### config.mk
export PLATFORM = sky130hd
export DESIGN_NAME = kbd_irq_ctrl
export DESIGN_NICKNAME = d
export VERILOG_FILES = /design/src/rtl/kbd_pkg.sv /design/src/rtl/kbd_sync.sv /design/src/rtl/kbd_event.sv /design/src/rtl/kbd_regs.sv /design/src/rtl/kbd_irq_ctrl.sv
export SDC_FILE = /design/constraint.sdc
export NUM_CORES = 1
export LEC_CHECK = 0
export BUFFER_PORTS_ARGS = -buffer_cell sky130_fd_sc_hd__buf_2
export CAP_MARGIN = 0
export CORE_MARGIN = 2
export CORE_UTILIZATION = 30
export CTS_CLUSTER_SIZE = 24
export DETAILED_ROUTE_END_ITERATION = 8
export RECOVER_POWER = 100
export SYNTH_ARGS = -nofsm -noshare
export SYNTH_HDL_FRONTEND = slang
export SYNTH_SLANG_ARGS = --single-unit
### constraint.sdc
create_clock -name clk -period 1.7 [get_ports clk]
set_input_delay 0.34 -clock clk [delete_from_list [all_inputs] [get_ports clk]]
set_output_delay 0.34 -clock clk [all_outputs]
set_load 0.02 [all_outputs]
### src/rtl/kbd_pkg.sv
`timescale 1ns/1ps
package kbd_pkg;
  // control register bit positions; the bench and software decode these
  localparam int unsigned CTRL_MODE = 0;
  localparam int unsigned CTRL_MASK = 1;
  localparam int unsigned CTRL_ACK  = 2;
  localparam int unsigned CTRL_FLAG = 3;

  typedef struct packed {
    logic mask;
    logic level_mode;
  } kbd_ctrl_t;
endpackage

### src/rtl/kbd_sync.sv
`timescale 1ns/1ps
module kbd_sync #(
  parameter int unsigned STAGES = 2
) (
  input  logic clk,
  input  logic rst,
  input  logic d_i,
  output logic q_o
);
  logic [STAGES-1:0] chain_q;

  generate
    if (STAGES == 1) begin : g_single
      always_ff @(posedge clk) begin
        if (rst) chain_q <= '0;
        else     chain_q <= d_i;
      end
    end else begin : g_multi
      always_ff @(posedge clk) begin
        if (rst) chain_q <= '0;
        else     chain_q <= {chain_q[STAGES-2:0], d_i};
      end
    end
  endgenerate

  assign q_o = chain_q[STAGES-1];
endmodule

### src/rtl/kbd_event.sv
`timescale 1ns/1ps
module kbd_event (
  input  logic clk,
  input  logic rst,
  input  logic key_low_i,    // synchronized: some enabled key is down
  input  logic level_mode_i,
  input  logic ack_i,
  output logic flag_o
);
  logic prev_q;
  logic flag_q;
  logic ack_seen_q;
  logic set_evt;

  assign set_evt = key_low_i & ~prev_q;

  always_ff @(posedge clk) begin
    if (rst) begin
      prev_q     <= 1'b0;
      flag_q     <= 1'b0;
      ack_seen_q <= 1'b0;
    end else begin
      prev_q <= key_low_i;
      if (set_evt) begin
        // a new press always wins over an acknowledge in the same cycle
        flag_q     <= 1'b1;
        ack_seen_q <= 1'b0;
      end else if (flag_q) begin
        if (!level_mode_i) begin
          ack_seen_q <= 1'b0;
          if (ack_i) flag_q <= 1'b0;
        end else if ((ack_i || ack_seen_q) && !key_low_i) begin
          flag_q     <= 1'b0;
          ack_seen_q <= 1'b0;
        end else if (ack_i) begin
          ack_seen_q <= 1'b1;
        end
      end else begin
        ack_seen_q <= 1'b0;
      end
    end
  end

  assign flag_o = flag_q;

  a_r4_rise_needs_key: assert property (@(posedge clk) disable iff (rst)
    $rose(flag_q) |-> $past(key_low_i));

  a_r5_edge_ack_clears: assert property (@(posedge clk) disable iff (rst)
    (!level_mode_i && flag_q && ack_i && !(key_low_i && !prev_q)) |=> !flag_q);

  a_r7_level_hold: assert property (@(posedge clk) disable iff (rst)
    (level_mode_i && flag_q && key_low_i) |=> flag_q);

  a_r8_set_wins: assert property (@(posedge clk) disable iff (rst)
    (key_low_i && !prev_q) |=> flag_q);
endmodule

### src/rtl/kbd_regs.sv
`timescale 1ns/1ps
module kbd_regs
  import kbd_pkg::*;
#(
  parameter int unsigned NUM_KEYS  = 4,
  parameter int unsigned DATA_W    = 8,
  parameter int unsigned ADDR_W    = 1,
  parameter int unsigned CTRL_ADDR = 0,
  parameter int unsigned EN_ADDR   = 1
) (
  input  logic                clk,
  input  logic                rst,
  input  logic [ADDR_W-1:0]   addr_i,
  input  logic                wr_en_i,
  input  logic [DATA_W-1:0]   wr_data_i,
  input  logic                flag_i,
  output logic [NUM_KEYS-1:0] en_o,
  output kbd_ctrl_t           ctrl_o,
  output logic                sw_ack_o,
  output logic [DATA_W-1:0]   rd_data_o
);
  localparam logic [ADDR_W-1:0] CTRL_A = ADDR_W'(CTRL_ADDR);
  localparam logic [ADDR_W-1:0] EN_A   = ADDR_W'(EN_ADDR);

  logic [NUM_KEYS-1:0] en_q;
  kbd_ctrl_t           ctrl_q;
  logic [DATA_W-1:0]   rd_q;
  logic [DATA_W-1:0]   rd_mux;
  logic                wr_ctrl;
  logic                wr_en_reg;
  logic                unused_wr_hi;

  assign wr_ctrl      = wr_en_i && (addr_i == CTRL_A);
  assign wr_en_reg    = wr_en_i && (addr_i == EN_A);
  assign unused_wr_hi = ^wr_data_i[DATA_W-1:CTRL_ACK+1];

  always_ff @(posedge clk) begin
    if (rst) begin
      en_q   <= '0;
      ctrl_q <= '0;
    end else begin
      if (wr_en_reg) en_q <= wr_data_i[NUM_KEYS-1:0];
      if (wr_ctrl) begin
        ctrl_q.mask       <= wr_data_i[CTRL_MASK];
        ctrl_q.level_mode <= wr_data_i[CTRL_MODE];
      end
    end
  end

  // acknowledge is a strobe only; it never lands in storage
  assign sw_ack_o = wr_ctrl && wr_data_i[CTRL_ACK];

  always_comb begin
    rd_mux = '0;
    if (addr_i == CTRL_A) begin
      rd_mux[CTRL_FLAG] = flag_i;
      rd_mux[CTRL_MASK] = ctrl_q.mask;
      rd_mux[CTRL_MODE] = ctrl_q.level_mode;
    end else if (addr_i == EN_A) begin
      rd_mux[NUM_KEYS-1:0] = en_q;
    end
  end

  always_ff @(posedge clk) begin
    if (rst) rd_q <= '0;
    else     rd_q <= rd_mux;
  end

  assign en_o      = en_q;
  assign ctrl_o    = ctrl_q;
  assign rd_data_o = rd_q;

  a_r2_en_write: assert property (@(posedge clk) disable iff (rst)
    wr_en_reg |=> (en_q == $past(wr_data_i[NUM_KEYS-1:0])));

  a_r3_mode_write: assert property (@(posedge clk) disable iff (rst)
    wr_ctrl |=> (ctrl_q.level_mode == $past(wr_data_i[CTRL_MODE])));
endmodule

### src/rtl/kbd_irq_ctrl.sv
`timescale 1ns/1ps
module kbd_irq_ctrl
  import kbd_pkg::*;
#(
  parameter int unsigned NUM_KEYS    = 4,
  parameter int unsigned DATA_W      = 8,
  parameter int unsigned ADDR_W      = 1,
  parameter int unsigned SYNC_STAGES = 2,
  parameter int unsigned CTRL_ADDR   = 0,
  parameter int unsigned EN_ADDR     = 1
) (
  input  logic                clk,
  input  logic                rst,
  input  logic [ADDR_W-1:0]   addr_i,
  input  logic                wr_en_i,
  input  logic [DATA_W-1:0]   wr_data_i,
  output logic [DATA_W-1:0]   rd_data_o,
  input  logic [NUM_KEYS-1:0] key_n_i,
  input  logic                vec_ack_i,
  output logic [NUM_KEYS-1:0] pull_en_o,
  output logic                irq_o
);
  logic [NUM_KEYS-1:0] en;
  kbd_ctrl_t           ctrl;
  logic                sw_ack;
  logic                flag;
  logic                any_low_raw;
  logic                any_low_sync;
  logic                irq_q;

  kbd_regs #(
    .NUM_KEYS (NUM_KEYS),
    .DATA_W   (DATA_W),
    .ADDR_W   (ADDR_W),
    .CTRL_ADDR(CTRL_ADDR),
    .EN_ADDR  (EN_ADDR)
  ) u_regs (
    .clk      (clk),
    .rst      (rst),
    .addr_i   (addr_i),
    .wr_en_i  (wr_en_i),
    .wr_data_i(wr_data_i),
    .flag_i   (flag),
    .en_o     (en),
    .ctrl_o   (ctrl),
    .sw_ack_o (sw_ack),
    .rd_data_o(rd_data_o)
  );

  // merged key: high when any enabled pin is pulled low
  assign any_low_raw = |(~key_n_i & en);

  kbd_sync #(.STAGES(SYNC_STAGES)) u_sync (
    .clk(clk),
    .rst(rst),
    .d_i(any_low_raw),
    .q_o(any_low_sync)
  );

  kbd_event u_event (
    .clk         (clk),
    .rst         (rst),
    .key_low_i   (any_low_sync),
    .level_mode_i(ctrl.level_mode),
    .ack_i       (sw_ack | vec_ack_i),
    .flag_o      (flag)
  );

  always_ff @(posedge clk) begin
    if (rst) irq_q <= 1'b0;
    else     irq_q <= flag & ~ctrl.mask;
  end

  assign irq_o     = irq_q;
  assign pull_en_o = en;

  a_r9_mask_blocks: assert property (@(posedge clk) disable iff (rst)
    $past(ctrl.mask) |-> !irq_o);

  a_r9_irq_needs_flag: assert property (@(posedge clk) disable iff (rst)
    irq_o |-> $past(flag));
endmodule

==> results.md <==
* Average routed wire per standard cell at 10.3 um
* Buffering stage count on the worst path with inverters included at 1
* Layout area overhead at 17.8%
* Floorplan row count at 16
* Critical Setup Path Class: register to output port
* Largest incremental delay on the critical path at 400 ps
* Worst Path Required at between 1000 and 1500 ps
* Via count normalized by instance count at between 4 and 5
* Final hold viol count at 0
* Final net count at 110
* Layout Utilization at between 30% and 40%
* WP data arrival at 930 ps
* H-tree Lvls at 1
* GRT Util Overall at a little over a tenth
* Post-DRT Antenna Nets at 0
* Slowest cell on crit path: sky130_fd_sc_hd__dfxtp_1
* Cell Chain, Critical Path: clkbuf_1
* Root buf cell: sky130_fd_sc_hd__clkbuf_4
* Clock buffer count from CTS at 3
* Synth Register Bits at 16
* Synthesized netlist cell count at 70
* Cell area after synthesis at about 630 um^2
* Resized cells post-CTS at 0
* Pin count of the biggest net entering global routing at 15
* CTS tree: yes
* Register Area at approximately 320 um^2
* Count of maximum capacitance violations at 0
* Cts-stage hold buffer count at 0
* Share of the yosys chip area belonging to registers at between 50% and 60%
* Clock period minus final worst setup slack at approximately 1300 ps
* Die ar. at 2470 um^2
* Finish-stage setup viols at 0
* Floorplan die width at between 40 and 50 um
* Die H at around 50 um
* GR Overflow Total at 0
* Final period util at ~75%
* Number of placed cells counting well taps at 115
* Unrepaired setup endpoints after global routing: no
* Final Wtd Congestion at around 0.7
* Overall power at 0.663 mW
* Clock Tree Buf Depth at 2
* Wire length after detailed routing at approximately 1200 um
* Register-to-Register Setup Slack at 770 ps
* Detailed-route DRC error count at 0
* Most common library cell in the layout ignoring fill and taps: sky130_fd_sc_hd__dfxtp_1
* Wire length of the first global-routing pass at 1900 um
* Synth warn at 0
* Share of layout cells above drive strength 1 at 15.4%
* Clk sink count at 16
* Routed vias at between 500 and 600
* Kind of cell with the highest combined delay on the critical path: flip-flops
* Initial DRC Count at 4
* Maximum vdd ir drop at 428 uV
* Type of the tightest min-delay check: input pin to register
* Iteration count of the initial detailed-routing pass at 4
* Kind of end point of the critical path: output port
* Number of max-slew violations in the final report at 0
* Run status: completed
* Final HPWL DP at 915 um
* Core area at approximately 2000 um^2
* Leakage power at between 0.2 and 0.3 nW
* Mapped Avg Cell Area at ~8.9 um^2
* Worst setup path start: u_regs.en_o[1]
* Vias in the first global route at roughly 440
* CP max FO at 4
* Final cell count without fillers at ~120
* Category of the worst setup path launch point: register
* Total I/O pin count at 30
* Maximum operating frequency at about 0.79 GHz
* Setup bufs post-CTS at 0
* Clock latency of the later-clocked register in the worst-skew pair at ~280 ps
* Total area of multi-input combinational cells at ~260 um^2
* Number of filler cells placed in the layout at roughly 230
* Effective utilization at floorplan at a little under a third
* N_diodes at 0
* Power Density at ~900 nW/um^2
* # port buffers at 21
* Hold path start: wr_data_i[0]
* Antenna violations before repair at 0
* Startpoint of the most critical register-to-register path: u_sync.chain_q[1]
* Commonest cells after routing, fill and taps aside: 16 x sky130_fd_sc_hd__dfxtp_1, 12 x sky130_fd_sc_hd__nand2_1, 11 x sky130_fd_sc_hd__buf_2, 10 x sky130_fd_sc_hd__clkbuf_1, 6 x sky130_fd_sc_hd__a21oi_1
* Worst clock skew on the final layout at ~0.74 ps
* Post-route setup TNS at 0 ps
* Distinct cell type count after synthesis at 21
* Clock slew seen by the registers of the worst setup and hold paths at approximately 90 ps
[final cells by class]
| cell class | instances | area share [%] |
|---|---|---|
| Clock buffer | 3 | 3.06 |
| Sequential cell | 16 | 43.5 |
| Multi-Input combinational cell | 49 | 35.3 |
| Tap cell | 27 | 4.58 |
| Inverter | 2 | 1.02 |
| Timing Repair Buffer | 21 | 12.6 |
[where the power goes]
group	internal (mW)	switching, mW
clock network	0.0823	0.113
logic	0.0266	0.0450
registers	0.387	0.00892
[metal layers]
metal | global-route usage [%] | part of all wire, %
met1 | 13.0 | 46
met2 | 15.8 | 49
met3 | 4.55 | 5.1
met4 | 5.56 | 0
met5 | 0 | 0
[cell usage after synthesis]
library cell / n / area share [%]
sky130_fd_sc_hd__conb_1: 1 / 0.60
sky130_fd_sc_hd__dfxtp_1: 16 / 51
sky130_fd_sc_hd__nor2_1: 5 / 3.0
sky130_fd_sc_hd__nor2b_1: 2 / 2.0
sky130_fd_sc_hd__nand3_1: 5 / 4.0
sky130_fd_sc_hd__a21oi_1: 6 / 4.8
sky130_fd_sc_hd__a211oi_1: 1 / 1.2
sky130_fd_sc_hd__a21boi_0: 1 / 1.2
sky130_fd_sc_hd__a22oi_1: 1 / 1.2
sky130_fd_sc_hd__inv_1: 2 / 1.2
sky130_fd_sc_hd__nor3_1: 1 / 0.80
sky130_fd_sc_hd__nand2b_1: 3 / 3.0
sky130_fd_sc_hd__clkbuf_1: 1 / 0.60
sky130_fd_sc_hd__buf_4: 5 / 6.0
sky130_fd_sc_hd__nand2_1: 12 / 7.2
sky130_fd_sc_hd__o22a_1: 1 / 1.4
sky130_fd_sc_hd__or2b_1: 1 / 1.2
sky130_fd_sc_hd__a211oi_2: 1 / 2.0
sky130_fd_sc_hd__and2b_4: 1 / 1.6
sky130_fd_sc_hd__mux2i_1: 3 / 4.8
sky130_fd_sc_hd__a31oi_1: 1 / 1.0
[worst paths after layout]
kind                            end  cells after the start
setup / recovery       pull_en_o[1]                      1
hold / removal     u_regs.ctrl_o[0]                      3
setup reg to reg     u_event.flag_o                      3
hold reg to reg   u_sync.chain_q[1]                      1
[sequential cells by signal, summed over array words and instances, names as in the netlist]
register	flops
irq_o	1
u_sync.chain_q	2
u_event.flag_o	1
u_regs.rd_data_o	4
u_regs.en_o	4
u_event.ack_seen_q	1
u_event.prev_q	1
u_regs.ctrl_o	2
[metrics by stage]
stage,hold slack [ps],cell area [um^2],setup WS [ps]
CTS,282,757,478
detailed placement,446,734,492
floorplan,409,637,741
global route,299,737,363
global placement,431,734,497
finish,296,737,428
[cells by family (layout without fill, tap and decap cells)]
kind of cell	after synthesis	in the layout	share of synthesized area, %
muxes	3	3	4.80
and+or+nand+nor	30	30	22.8
buffers and inverters	8	26	7.80
other	1	4	0.599
AOI/OAI and AO/OA	12	12	12.8
DFF	16	16	51.2
(Power assumes the default switching activity.)
